--- src/rtl/ring_pkg.sv ---
package ring_pkg;
   // Byte offsets of the channel registers inside the window
   localparam int unsigned OFS_REQ_HEAD = 32'h0;
   localparam int unsigned OFS_REQ_TAIL = 32'h4;
   localparam int unsigned OFS_RSP_HEAD = 32'h8;
   localparam int unsigned OFS_RSP_TAIL = 32'hC;

   typedef enum logic [2:0] {
      SEL_NONE,
      SEL_REQ_HEAD,
      SEL_REQ_TAIL,
      SEL_RSP_HEAD,
      SEL_RSP_TAIL
   } reg_sel_e;
endpackage

--- src/rtl/ring_ptr.sv ---
module ring_ptr #(
   parameter int unsigned IDX_W      = 4,
   parameter bit          HOST_OWNED = 1'b0
) (
   input  logic             clk,
   input  logic             rst_n,
   input  logic             host_we,
   input  logic [IDX_W-1:0] host_wdata,
   input  logic             dev_step,
   output logic [IDX_W-1:0] ptr_q
);
   generate
      if (HOST_OWNED) begin : g_host
         // Host-owned index: loaded only by the register bus
         logic unused_step;
         assign unused_step = dev_step;
         always_ff @(posedge clk or negedge rst_n) begin
            if (!rst_n)       ptr_q <= '0;
            else if (host_we) ptr_q <= host_wdata;
         end
      end else begin : g_dev
         // Device-owned index: steps by one, wrapping at the power-of-two depth
         logic unused_host;
         assign unused_host = host_we ^ (^host_wdata);
         always_ff @(posedge clk or negedge rst_n) begin
            if (!rst_n)        ptr_q <= '0;
            else if (dev_step) ptr_q <= ptr_q + 1'b1;
         end

         // The bus can never move a device-owned index
         assert_dev_ptr_bus_blind_R4: assert property (@(posedge clk) disable iff (!rst_n)
            (host_we && !dev_step) |=> $stable(ptr_q));
      end
   endgenerate
endmodule

--- src/rtl/irq_coalesce.sv ---
module irq_coalesce (
   input  logic clk,
   input  logic rst_n,
   input  logic empty_now,
   input  logic empty_next,
   input  logic force_en,
   input  logic force_trig,
   output logic irq_o
);
   logic fire;

   // Pulse on the empty to non-empty edge only, or on an enabled force
   always_comb fire = (empty_now && !empty_next) || (force_en && force_trig);

   always_ff @(posedge clk or negedge rst_n) begin
      if (!rst_n) irq_o <= 1'b0;
      else        irq_o <= fire;
   end

   assert_no_irq_while_busy_R9: assert property (@(posedge clk) disable iff (!rst_n)
      (!empty_now && !(force_en && force_trig)) |=> !irq_o);

   assert_force_fires_R10: assert property (@(posedge clk) disable iff (!rst_n)
      (force_en && force_trig) |=> irq_o);
endmodule

--- src/rtl/dma_ring_regs.sv ---
module dma_ring_regs
   import ring_pkg::*;
#(
   parameter int unsigned DATA_W = 32,
   parameter int unsigned ADDR_W = 5,
   parameter int unsigned DEPTH  = 16
) (
   input  logic              clk,
   input  logic              rst_n,
   input  logic              reg_wen,
   input  logic [ADDR_W-1:0] reg_addr,
   input  logic [DATA_W-1:0] reg_wdata,
   output logic [DATA_W-1:0] reg_rdata,
   input  logic              req_consume,
   input  logic              rsp_post,
   input  logic              force_en,
   input  logic              force_trig,
   output logic              req_avail,
   output logic              rsp_full,
   output logic              irq
);
   localparam int unsigned IDX_W = (DEPTH > 2) ? $clog2(DEPTH) : 1;

   // Elaboration-time parameter checks
   generate
      if (DEPTH < 2 || (DEPTH & (DEPTH - 1)) != 0) begin : g_bad_depth
         $error("DEPTH must be a power of two of at least 2");
      end
      if (DATA_W <= IDX_W) begin : g_bad_width
         $error("DATA_W must be wider than the ring index");
      end
      if (ADDR_W < 4) begin : g_bad_addr
         $error("ADDR_W must cover offsets 0x0 to 0xC");
      end
   endgenerate

   reg_sel_e         sel;
   logic [IDX_W-1:0] wr_idx;
   logic [IDX_W-1:0] req_head, req_tail, rsp_head, rsp_tail;
   logic [IDX_W-1:0] rsp_head_nx, rsp_tail_nx;
   logic             req_tail_we, rsp_head_we;
   logic             req_step, rsp_step;
   logic             req_empty, rsp_empty, rsp_empty_nx;
   logic             unused_wdata_hi;

   // Offset decode
   always_comb begin
      unique case (reg_addr)
         ADDR_W'(OFS_REQ_HEAD): sel = SEL_REQ_HEAD;
         ADDR_W'(OFS_REQ_TAIL): sel = SEL_REQ_TAIL;
         ADDR_W'(OFS_RSP_HEAD): sel = SEL_RSP_HEAD;
         ADDR_W'(OFS_RSP_TAIL): sel = SEL_RSP_TAIL;
         default:               sel = SEL_NONE;
      endcase
   end

   assign wr_idx          = reg_wdata[IDX_W-1:0];
   assign unused_wdata_hi = |reg_wdata[DATA_W-1:IDX_W];
   assign req_tail_we     = reg_wen && (sel == SEL_REQ_TAIL);
   assign rsp_head_we     = reg_wen && (sel == SEL_RSP_HEAD);

   // Occupancy and guarded device steps
   assign req_empty = (req_head == req_tail);
   assign rsp_empty = (rsp_head == rsp_tail);
   assign rsp_full  = ((rsp_tail + 1'b1) == rsp_head);
   assign req_avail = !req_empty;
   assign req_step  = req_consume && !req_empty;
   assign rsp_step  = rsp_post && !rsp_full;

   assign rsp_head_nx  = rsp_head_we ? wr_idx : rsp_head;
   assign rsp_tail_nx  = rsp_step ? (rsp_tail + 1'b1) : rsp_tail;
   assign rsp_empty_nx = (rsp_head_nx == rsp_tail_nx);

   ring_ptr #(.IDX_W(IDX_W), .HOST_OWNED(1'b0)) u_req_head (
      .clk(clk), .rst_n(rst_n), .host_we(reg_wen && (sel == SEL_REQ_HEAD)),
      .host_wdata(wr_idx), .dev_step(req_step), .ptr_q(req_head));

   ring_ptr #(.IDX_W(IDX_W), .HOST_OWNED(1'b1)) u_req_tail (
      .clk(clk), .rst_n(rst_n), .host_we(req_tail_we),
      .host_wdata(wr_idx), .dev_step(1'b0), .ptr_q(req_tail));

   ring_ptr #(.IDX_W(IDX_W), .HOST_OWNED(1'b1)) u_rsp_head (
      .clk(clk), .rst_n(rst_n), .host_we(rsp_head_we),
      .host_wdata(wr_idx), .dev_step(1'b0), .ptr_q(rsp_head));

   ring_ptr #(.IDX_W(IDX_W), .HOST_OWNED(1'b0)) u_rsp_tail (
      .clk(clk), .rst_n(rst_n), .host_we(reg_wen && (sel == SEL_RSP_TAIL)),
      .host_wdata(wr_idx), .dev_step(rsp_step), .ptr_q(rsp_tail));

   irq_coalesce u_irq (
      .clk(clk), .rst_n(rst_n), .empty_now(rsp_empty), .empty_next(rsp_empty_nx),
      .force_en(force_en), .force_trig(force_trig), .irq_o(irq));

   // Read mux, zero-extended index
   always_comb begin
      reg_rdata = '0;
      unique case (sel)
         SEL_REQ_HEAD: reg_rdata = DATA_W'(req_head);
         SEL_REQ_TAIL: reg_rdata = DATA_W'(req_tail);
         SEL_RSP_HEAD: reg_rdata = DATA_W'(rsp_head);
         SEL_RSP_TAIL: reg_rdata = DATA_W'(rsp_tail);
         default:      reg_rdata = '0;
      endcase
   end

   assert_no_underrun_R6: assert property (@(posedge clk) disable iff (!rst_n)
      (req_consume && req_avail == 1'b0) |=> $stable(req_head));

   assert_no_overflow_R7: assert property (@(posedge clk) disable iff (!rst_n)
      (rsp_post && rsp_full) |=> $stable(rsp_tail));

   assert_irq_on_fill_R8: assert property (@(posedge clk) disable iff (!rst_n)
      (rsp_empty && rsp_post && !rsp_head_we) |=> irq);

   assert_unmapped_read_zero_R5: assert property (@(posedge clk) disable iff (!rst_n)
      (reg_addr[1:0] != 2'b00) |-> (reg_rdata == '0));
endmodule

--- config.mk ---
export PLATFORM = sky130hd
export DESIGN_NAME = dma_ring_regs
export DESIGN_NICKNAME = d
export VERILOG_FILES = /design/src/rtl/ring_pkg.sv /design/src/rtl/ring_ptr.sv /design/src/rtl/irq_coalesce.sv /design/src/rtl/dma_ring_regs.sv
export SDC_FILE = /design/constraint.sdc
export NUM_CORES = 1
export LEC_CHECK = 0
export BUFFER_PORTS_ARGS = -buffer_cell sky130_fd_sc_hd__buf_2
export CORE_UTILIZATION = 44
export CTS_CLUSTER_DIAMETER = 120
export DETAILED_ROUTE_END_ITERATION = 10
export GPL_TIMING_DRIVEN = 0
export PLACE_DENSITY = 0.77
export SETUP_SLACK_MARGIN = 0.5
export SLEW_MARGIN = 20
export SYNTH_ARGS = -nofsm -noshare
export SYNTH_HDL_FRONTEND = slang
export SYNTH_SLANG_ARGS = --single-unit
--- constraint.sdc ---
create_clock -name clk -period 2.6 [get_ports clk]
set_input_delay 0 -clock clk [delete_from_list [all_inputs] [get_ports clk]]
set_output_delay 0 -clock clk [all_outputs]
set_load 0.01 [all_outputs]
==> flow_summary.ini <==
[die]
rows = 19
die_area_mm2 = 0.003332
core_mm2 = 0.002853
start_util_pct = 47.89
die_h_um = 57.73
pin_count = 79
fp.dieW_um = 57.73

[detailed_routing]
first_iter_violations = 34
drt_first_pass_iters = 7
via_per_inst = 4.744
num_vias = 1110
postRouteAntennaNets = 0
wl_um = 2947
drc = 6
post_drt_wl_per_cell_um = 12.59

[synth]
syn_area_mm2 = 0.001366
ys_seq_area_share_pct = 31.14
synth_compound_area_share_pct = 9.890
synth_xor_area_share_pct = 11.90
synth_seq_cells = 17
synth-simple-area-share_pct = 14.01
yosys_warnings = 0
muxShareOfSynthArea_pct = 13.92
synthFlopType = dfrtp_1
synth_cell_types = 35
synthCells = 135
synth_top_family_by_area = buffers and inverters
yosys.area_share.adder_pct = 1.832
syn_avg_cell_area_um2 = 10.12
async_reset_ff_share_pct = 100.0
synth_edf_count = 0

[run]
cap_violations = 0

[setup_path]
worstPathMaxFanout = 5
crit_required_ps = 2820
cp.arrival_ps = 2330
crit_type = reg2reg
critPathCaptureType = register
start_kind = register

[power]
leakage_nw = 0.9622
p_int_w = 0.0009767
pwr-share-seq_pct = 29.1
switching_power_w = 0.0007058
vdd_ir_drop_max_mv = 0.6323
power_frac_comb_pct = 62.2
p_sw_share_pct = 41.95
p_per_area_mw_per_mm2 = 911.7
p_clk_share_pct = 8.8

[status]
outcome = complete, but fails checks
violations = design-rule violations

[timing]
rsz0062_at_grt = yes
fmax_mhz = 473.9
setup_ws_ps = 489.7
setup_viol = 0
finalSetupTns_ps = 0
finalClockSkew_ps = 0.5614
period_needed_ps = 2110
finalMaxSlewViolations = 0
hold_violations = 0
timing.final.crit_share_pct = 81.16

[clock_network]
cts.sinks = 17
cts_tree = yes
clk_pin_slew_ps = 110
worstSkewPairLatency_ps = 290
cts_buffer_depth = 2
h-tree-depth = 1
cts_root_buf = clkbuf_4
cts_buffers = 3

[grt]
antenna_found_initial = 0
grt_max_degree = 18
grt_pass1_wl_um = 4512
overflow = 0
grt.total_usage_pct = 17.86
grt_pass1_vias = 1015

[placement]
dp_slack_ps = 333.4
numPortBuffers = 21
hpwlAfterDp_um = 2202
gp_congestion = 0.8702

[layout]
antenna_cells = 0
nets = 250
multi_input_area_um2 = 874.6
fillers = 237
seqCellArea_um2 = 427.9
drive_above_1_share_pct = 41.87
syn_to_final_growth_pct = 35.07

[worst_hold_path]
hold_class = in2reg
-- per-stage QoR --
stage / total power [W] / area, µm² / hold WS (ps) / instances / util [%]
after floorplan: 0.001122 / 1488 / -295.6 / 162 / -
after global placement: 0.001253 / 1632 / -67.14 / 214 / 57.19
after detailed placement: 0.001303 / 1632 / -53.11 / 214 / 57.19
after CTS: 0.001561 / 1799 / 114.5 / 231 / 63.07
after global routing: 0.001805 / 1846 / 133.3 / 234 / 64.69
final: 0.001682 / 1846 / 120.5 / 234 / 64.69
-- cells by family after synthesis --
group	count (synthesis)
other	1
DFF	17
xor gates and xnor gates	16
muxes	18
AOI/OAI and AO/OA	16
and+or+nand+nor	33
buffers and inverters	32
adders and majority gates	2
-- layout by cell type (no fill, tap or decap), types with 6 or more instances in the layout --
cell and instances:
nand3_1 6, mux2_2 8, buf_2 21, buf_4 38, mux2i_1 10, nand2_1 7
xnor2_1 7, conb_1 28, dfrtp_1 15, dlygate4sd3_1 8
-- critical path, cell delays in order, from the launching register on --
cell	delay (ps)
dfrtp_2	450
ha_4	160
xnor3_2	460
nand3_2	110
o211a_1	280
o21ai_1	120
or3b_1	350
o211ai_1	100
-- flip-flops by register name, summed over array words and instances, names as in the netlist --
| signal | count |
|---|---|
| u_req_tail.ptr_q | 4 |
| u_rsp_tail.ptr_q | 4 |
| u_req_head.ptr_q | 4 |
| u_rsp_head.ptr_q | 4 |
| u_irq.irq_o | 1 |
-- power by group through the flow --
stage / Clock [W] / Sequential (W) / Combinational (W)
after CTS: 0.000150 / 0.000482 / 0.000930
after floorplan: 0 / 0.000474 / 0.000648
final: 0.000147 / 0.000489 / 0.00105
after detailed placement: 0 / 0.000502 / 0.000801
after global routing: 0.000166 / 0.000501 / 0.00114
after global placement: 0 / 0.000494 / 0.000759
-- layout make-up --
cell class                 instances  area share, %
clock buffer                       4          1.424
multi-input combinational        113          47.39
timing repair buffer              37          13.29
inverter                           2         0.4068
sequential                        17          23.19
tap                               31          2.102
buffer                            30          12.20
-- repair_timing --
item / CTS / global route
hold endpoints to repair: 27 / 0
gates resized for setup: 5 / 5
setup endpoints to repair: 1 / 1
gates cloned: 0 / 0
pin swaps: 5 / 8
setup buffers: 5 / 3
hold buffers: 8 / 0
-- Yosys cell counts, types with 3 or more instances --
cell | number | area share, %
buf_4 | 30 | 16
dfrtp_1 | 17 | 31
mux2_2 | 8 | 6.6
mux2i_1 | 10 | 7.3
nand2_1 | 7 | 1.9
nand3_1 | 7 | 2.6
nand4_1 | 3 | 1.4
nor2_1 | 4 | 1.1
nor2b_1 | 3 | 1.4
o22ai_1 | 4 | 1.8
xnor2_1 | 9 | 5.8
xor2_1 | 5 | 3.2
-- path summary, 6_finish.rpt --
| check | slack, ps | startpoint | cells past startpoint | end |
|---|---|---|---|---|
| worst max-delay path | 490 | u_rsp_tail.ptr_q[0]$_DFF_PN0_ | 7 | u_irq.irq_o$_DFF_PN0_ |
| worst min-delay path | 120 | rsp_post | 4 | u_rsp_tail.ptr_q[0]$_DFF_PN0_ |
| worst max register to register | 490 | u_rsp_tail.ptr_q[0]$_DFF_PN0_ | 7 | u_irq.irq_o$_DFF_PN0_ |
| worst min register to register | 530 | u_req_head.ptr_q[3]$_DFFE_PN0P_ | 1 | u_req_head.ptr_q[3]$_DFFE_PN0P_ |
| max in group asynchronous | 2160 | rst_n | 2 | u_rsp_tail.ptr_q[1]$_DFF_PN0_ |
| min in group asynchronous | 140 | rst_n | 2 | u_rsp_head.ptr_q[2]$_DFF_PN0_ |
-- metal layers --
metal,up-vias,GRT usage [%],part of all wire [%]
li1,563,-,-
met4,0,6.803,1.8
met3,6,2.902,5.8
met2,36,30.73,49
met5,-,0,0
met1,505,22.59,43
No activity file was read; power rests on OpenSTA's default activity.
